**src/rtl/dsss_tx_pkg.sv**
```systemverilog
package dsss_tx_pkg;
  typedef enum logic [1:0] {
    ST_WAIT = 2'd0,
    ST_IDLE = 2'd1,
    ST_SEND = 2'd2
  } tx_state_e;
endpackage

```
**src/rtl/dsss_tx_ctrl.sv**
```systemverilog
module dsss_tx_ctrl
  import dsss_tx_pkg::*;
(
  input  logic clk,
  input  logic rst_n,
  input  logic ready_i,
  input  logic reload_i,
  input  logic last_chip_i,
  output logic capture_o,
  output logic sending_o,
  output logic busy_o,
  output logic done_o
);
  tx_state_e state_q, state_d;
  logic      done_q, done_d;

  always_comb begin
    state_d = state_q;
    unique case (state_q)
      ST_WAIT: if (ready_i)     state_d = ST_IDLE;
      ST_IDLE: if (reload_i)    state_d = ST_SEND;
      ST_SEND: if (last_chip_i) state_d = ST_IDLE;
      default:                  state_d = ST_WAIT;
    endcase
    done_d = (state_q == ST_SEND) && last_chip_i;
  end

  always_ff @(posedge clk or negedge rst_n) begin
    if (!rst_n) begin
      state_q <= ST_WAIT;
      done_q  <= 1'b0;
    end else begin
      state_q <= state_d;
      done_q  <= done_d;
    end
  end

  assign capture_o = (state_q == ST_IDLE) && reload_i;
  assign sending_o = (state_q == ST_SEND);
  assign busy_o    = (state_q != ST_IDLE);
  assign done_o    = done_q;

  // no completion before the generator is ready
  assert_wait_busy_R1: assert property (@(posedge clk) disable iff (!rst_n)
    (state_q == ST_WAIT) |-> (busy_o && !done_o && !sending_o));
  // an accepted reload makes the block busy
  assert_accept_busy_R3: assert property (@(posedge clk) disable iff (!rst_n)
    capture_o |=> (busy_o && sending_o));
  // completion is a single-cycle pulse
  assert_done_pulse_R6: assert property (@(posedge clk) disable iff (!rst_n)
    done_o |=> !done_o);
endmodule

```
**src/rtl/dsss_chip_counter.sv**
```systemverilog
module dsss_chip_counter #(
  parameter int DATA_W        = 8,
  parameter int CHIPS_PER_BIT = 32
) (
  input  logic                        clk,
  input  logic                        rst_n,
  input  logic                        clear_i,
  input  logic                        step_i,
  output logic [$clog2(DATA_W)-1:0]   bit_idx_o,
  output logic                        last_o
);
  localparam int CHIP_W = $clog2(CHIPS_PER_BIT);
  localparam int IDX_W  = $clog2(DATA_W);
  localparam logic [CHIP_W-1:0] CHIP_MAX = CHIP_W'(CHIPS_PER_BIT - 1);
  localparam logic [IDX_W-1:0]  BIT_MAX  = IDX_W'(DATA_W - 1);

  logic [CHIP_W-1:0] chip_q, chip_d;
  logic [IDX_W-1:0]  bit_q, bit_d;
  logic              chip_wrap;

  assign chip_wrap = (chip_q == CHIP_MAX);

  always_comb begin
    chip_d = chip_q;
    bit_d  = bit_q;
    if (clear_i) begin
      chip_d = '0;
      bit_d  = '0;
    end else if (step_i) begin
      chip_d = chip_wrap ? '0 : chip_q + 1'b1;
      if (chip_wrap) bit_d = (bit_q == BIT_MAX) ? '0 : bit_q + 1'b1;
    end
  end

  always_ff @(posedge clk or negedge rst_n) begin
    if (!rst_n) begin
      chip_q <= '0;
      bit_q  <= '0;
    end else if (clear_i || step_i) begin
      chip_q <= chip_d;
      bit_q  <= bit_d;
    end
  end

  assign bit_idx_o = bit_q;
  assign last_o    = chip_wrap && (bit_q == BIT_MAX);

  // a data bit is held for its whole chip segment
  assert_bit_hold_R5: assert property (@(posedge clk) disable iff (!rst_n)
    (step_i && !clear_i && !chip_wrap) |=> $stable(bit_idx_o));
endmodule

```
**src/rtl/dsss_frame_buf.sv**
```systemverilog
module dsss_frame_buf #(
  parameter int          DATA_W    = 8,
  parameter logic [DATA_W-1:0] SYNC_WORD = '1
) (
  input  logic                      clk,
  input  logic                      rst_n,
  input  logic                      capture_i,
  input  logic [DATA_W-1:0]         frame_i,
  input  logic [$clog2(DATA_W)-1:0] bit_idx_i,
  output logic                      data_bit_o
);
  logic [DATA_W-1:0] word_q, word_d;
  logic [DATA_W-1:0] msb_first;
  logic              sync_pend_q;

  assign word_d = sync_pend_q ? SYNC_WORD : frame_i;

  always_ff @(posedge clk or negedge rst_n) begin
    if (!rst_n) begin
      word_q      <= '0;
      sync_pend_q <= 1'b1;
    end else if (capture_i) begin
      word_q      <= word_d;
      sync_pend_q <= 1'b0;
    end
  end

  for (genvar g = 0; g < DATA_W; g++) begin : g_order
    assign msb_first[g] = word_q[DATA_W-1-g];
  end

  assign data_bit_o = msb_first[bit_idx_i];

  // the first capture after reset loads the sync word
  assert_sync_first_R4: assert property (@(posedge clk) disable iff (!rst_n)
    (capture_i && sync_pend_q) |=> (word_q == SYNC_WORD));
endmodule

```
**src/rtl/dsss_spread_tx.sv**
```systemverilog
module dsss_spread_tx #(
  parameter int DATA_W        = 8,
  parameter int CHIPS_PER_BIT = 32
) (
  input  logic              clk,
  input  logic              rst_n,
  input  logic              gen_ready_i,
  input  logic              chip_i,
  input  logic              reload_i,
  input  logic [DATA_W-1:0] frame_i,
  output logic              gen_run_o,
  output logic              tx_chip_o,
  output logic              tx_valid_o,
  output logic              busy_o,
  output logic              done_o
);
  localparam int IDX_W = $clog2(DATA_W);

  logic             capture, sending, last_chip, data_bit;
  logic [IDX_W-1:0] bit_idx;

  dsss_tx_ctrl u_ctrl (
    .clk        (clk),
    .rst_n      (rst_n),
    .ready_i    (gen_ready_i),
    .reload_i   (reload_i),
    .last_chip_i(last_chip),
    .capture_o  (capture),
    .sending_o  (sending),
    .busy_o     (busy_o),
    .done_o     (done_o)
  );

  dsss_chip_counter #(
    .DATA_W       (DATA_W),
    .CHIPS_PER_BIT(CHIPS_PER_BIT)
  ) u_count (
    .clk      (clk),
    .rst_n    (rst_n),
    .clear_i  (capture),
    .step_i   (sending),
    .bit_idx_o(bit_idx),
    .last_o   (last_chip)
  );

  dsss_frame_buf #(
    .DATA_W   (DATA_W),
    .SYNC_WORD({DATA_W{1'b1}})
  ) u_buf (
    .clk       (clk),
    .rst_n     (rst_n),
    .capture_i (capture),
    .frame_i   (frame_i),
    .bit_idx_i (bit_idx),
    .data_bit_o(data_bit)
  );

  assign gen_run_o  = sending;
  assign tx_valid_o = sending;
  assign tx_chip_o  = sending & (data_bit ^ chip_i);

  // chips are only emitted while busy
  assert_valid_busy_R3: assert property (@(posedge clk) disable iff (!rst_n)
    tx_valid_o |-> busy_o);
  // the end of a chip burst is marked by completion
  assert_end_done_R6: assert property (@(posedge clk) disable iff (!rst_n)
    $fell(tx_valid_o) |-> (done_o && !busy_o));
  // completion never overlaps chip output
  assert_done_quiet_R6: assert property (@(posedge clk) disable iff (!rst_n)
    done_o |-> !tx_valid_o);
endmodule

```
**config.mk**
```make
export PLATFORM = sky130hd
export DESIGN_NAME = dsss_spread_tx
export DESIGN_NICKNAME = d
export VERILOG_FILES = /design/src/rtl/dsss_tx_pkg.sv /design/src/rtl/dsss_tx_ctrl.sv /design/src/rtl/dsss_chip_counter.sv /design/src/rtl/dsss_frame_buf.sv /design/src/rtl/dsss_spread_tx.sv
export SDC_FILE = /design/constraint.sdc
export NUM_CORES = 1
export LEC_CHECK = 0
export ABC_AREA = 0
export BUFFER_PORTS_ARGS = -buffer_cell sky130_fd_sc_hd__buf_2
export CORE_UTILIZATION = 53
export CTS_CLUSTER_DIAMETER = 100
export DETAILED_ROUTE_END_ITERATION = 7
export GPL_TIMING_DRIVEN = 0
export PLACE_DENSITY_LB_ADDON = 0.25
export SYNTH_ARGS = -nofsm -noshare
export SYNTH_HDL_FRONTEND = slang
export SYNTH_SLANG_ARGS = --single-unit
```
**constraint.sdc**
```tcl
create_clock -name clk -period 2.2 [get_ports clk]
set_input_delay 0 -clock clk [delete_from_list [all_inputs] [get_ports clk]]
set_output_delay 0 -clock clk [all_outputs]
set_load 0.03 [all_outputs]
```
==> results.ini <==
[status]
status = finished clean

[yosys]
synthCells = 98
synth_top_family_by_area = simple AND/OR/NAND/NOR gates
synth-compound-area-share = 0.128
ys_seq_area_frac = 0.510
yosys.area_share.simple = 0.191
synthDistinctLibCells = 28
synth-main-ff-cell = dfrtp_1
syn_avg_cell_area_um2 = 10.0
ys_warn_count = 0
synthTopCellsByArea = dfrtp_1 48%, nand2_1 6.1%, ha_1 5.1%, mux2i_1 5.1%, o21ai_0 4.6%
mappedNetlistArea_um2 = 983
yosys.area.top_type = dfrtp_1
synth_mux_area_frac = 0.0738
yosysTopAreaCellShare = 0.483
synth-edff-count = 0
synth_xor_area_frac = 0
ys_ff_latch = 20
syn_nets = 115
synth-async-reset-ratio = 1.00
synthAdderAreaFrac = 0.0509

[grt]
met1_usage = 0.278
grt_pass1_wl_mm = 3.02
grtUsageMet2 = 0.351
overflow = 0
antenna_found_initial = 0
grt_max_degree = 21
gr-usage-met3 = 0.0480
grt.busiest_layer = met2
grt_pass1_vias = 720
grt_use_total = 0.213

[pwr]
p_per_area_mw_per_mm2 = 974
total_power_mw = 1.19
power_leakage_nw = 0.607
ir_drop_mv = 0.675

[clock_network]
h-tree-depth = 1
cts_root_buffer = clkbuf_4
insertion_delay_ps = 290
clkTransAtPathRegs_ps = 100
cts_tree = built
cts_buffers = 3
post-cts-setup-buffers = 0
clock_sinks = 20
cts_buffer_depth = 2

[timing]
relSlewSlack = 0.708
hold_viol_final = 0
fmaxAchievable_mhz = 520
rsz0062_at_grt = false
worst_slew_pin_slew_ps = 437
skew_ps = 2.12
layout_min_cycle_time_ps = 1920
drv_slew = 0
fin_ws_ps = 276
setup_violations = 0
fin_setup_tns_ps = 0
period_share = 0.874

[critical_path]
crit_path_frequent_cell = ha_1
r2r_start = u_count.chip_q[0]$_DFFE_PN0P_
critPathCaptureType = flop
cp.required_ps = 2410
crit_chain = ha_1 > and3_1 > ha_1 > clkbuf_1 > nor3b_1 > nand3b_1 > a21boi_0
regToRegEndpoint = u_count.chip_q[2]$_DFFE_PN0P_
cp_max_fo = 10
startpoint_type = flop
crit_arrival_ps = 2130
critPathCapture = u_count.chip_q[2]$_DFFE_PN0P_
rrSetupSlack_ps = 280
critical-path-max-stage-delay_ps = 420
startpoint = u_count.chip_q[0]$_DFFE_PN0P_
cpMaxStageDelayCell = dfrtp_1
worstSetupPathType = reg2reg
reg2regPathDepth = 7

[route]
via_per_inst = 5.06
drt_iter0_markers = 13
drc = 0
ant_nets = 0
dr_total_vias = 780
wl_mm = 1.89
drt_first_pass_iters = 4
wire_per_inst_um = 12.3

[floorplan]
rows = 15
die_w_um = 45.1
start_util = 0.570
io_pins = 18
core_mm2 = 0.00173
die_y_um = 45.1
dieArea_mm2 = 0.00203

[layout]
utilization = 0.710
final_cell_mix = 19 x dfrtp_1, 17 x buf_2, 16 x nand2_1
drive_gt1_frac = 0.202
finalNetCount = 147
syn_to_final_growth_pct = 24.7
n_antenna_cell = 0
final_common_cell = dfrtp_1
stdcell_area_mm2 = 0.00123

[min_path]
hold_class = in2reg
hold_start = gen_ready_i

[placed_design]
pre_cts_slack_ps = 296
dp_hpwl_mm = 1.30
place_area_mm2 = 0.00110
port_buffers = 17
routabilityCongestion = 0.742

[job]
max-cap-violations = 0

how the worst min path moves through the flow:
stage / endpoint / slack, ps / depth (start not counted)
2_1_floorplan: u_buf.word_q[0]$_DFFE_PN0P_ / -300 / 0
3_3_place_gp: u_ctrl.state_q[0]$_DFFE_PN0P_ / -30 / 1
3_5_place_dp: u_ctrl.state_q[0]$_DFFE_PN0P_ / -30 / 1
4_1_cts: u_buf.word_q[0]$_DFFE_PN0P_ / 5 / 3
5_1_grt: u_ctrl.state_q[0]$_DFFE_PN0P_ / 150 / 4
6_report: u_ctrl.state_q[0]$_DFFE_PN0P_ / 120 / 4
cell type report:
cell class                      count  area, µm²
Buffer                              7       41.3
Clock buffer                        4       26.3
Fill cell                         148        500
Inverter                            1       3.75
Multi-Input combinational cell     70        437
Sequential cell                    20        502
Tap cell                           25       31.3
Timing Repair Buffer               27        185
Yosys cell counts, drive strengths merged, types with 2 or more instances:
master and instances:
a32o 3, o21ai 9, buf 4, nor2 11, ha 4, nand2b 3
dfrtp 19, mux2i 5, nand3 4, a21boi 2, nand2 16, nand3b 2
clkbuf 3
worst max-delay path: cells and delay by family (launching register included):
kind	cells	cell delay, ps
and+or+nand+nor	3	620
DFF	1	420
adders and majority gates	2	400
buffers and inverters	1	210
AOI/OAI and AO/OA	1	180
what timing repair did:
action,CTS,global route
hold buffers,9,1
hold endpoints to repair,28,1
resized for setup,0,0
power by group:
part / internal [mW] / switching (mW) / leakage, nW
Sequential: 0.486 / 0.0831 / 0.259
Clock: 0.0704 / 0.101 / 0.0150
Combinational: 0.191 / 0.263 / 0.334
Total: 0.747 / 0.447 / 0.607
flip-flops by register name (all words and copies together), names as in the netlist:
| signal | cells |
|---|---|
| u_ctrl.state_q | 2 |
| u_count.bit_idx_o | 3 |
| u_buf.word_q | 8 |
| u_buf.sync_pend_q | 1 |
| u_count.chip_q | 5 |
| u_ctrl.done_o | 1 |
logic make-up after synthesis:
kind of cell               Yosys count
and+or+nand+nor                     41
DFF                                 20
AOI/OAI and AO/OA                   19
buffers and inverters                8
muxes                                6
adders and majority gates            4
per-stage QoR:
stage | std cells | hold WS, ps
after global routing | 154 | 148
after global placement | 140 | -32.6
after floorplan | 98 | -296
after detailed placement | 140 | -29.1
final | 154 | 123
after CTS | 153 | 4.90
per-layer routing:
metal / routed length (µm) / share of wire / up-vias
met5: 0 / 0 / -
li1: - / - / 400
met1: 887 / 0.47 / 365
met4: 12 / 0.0064 / 0
met2: 930 / 0.49 / 13
met3: 56 / 0.030 / 2
No activity file was read; power rests on OpenSTA's default activity.
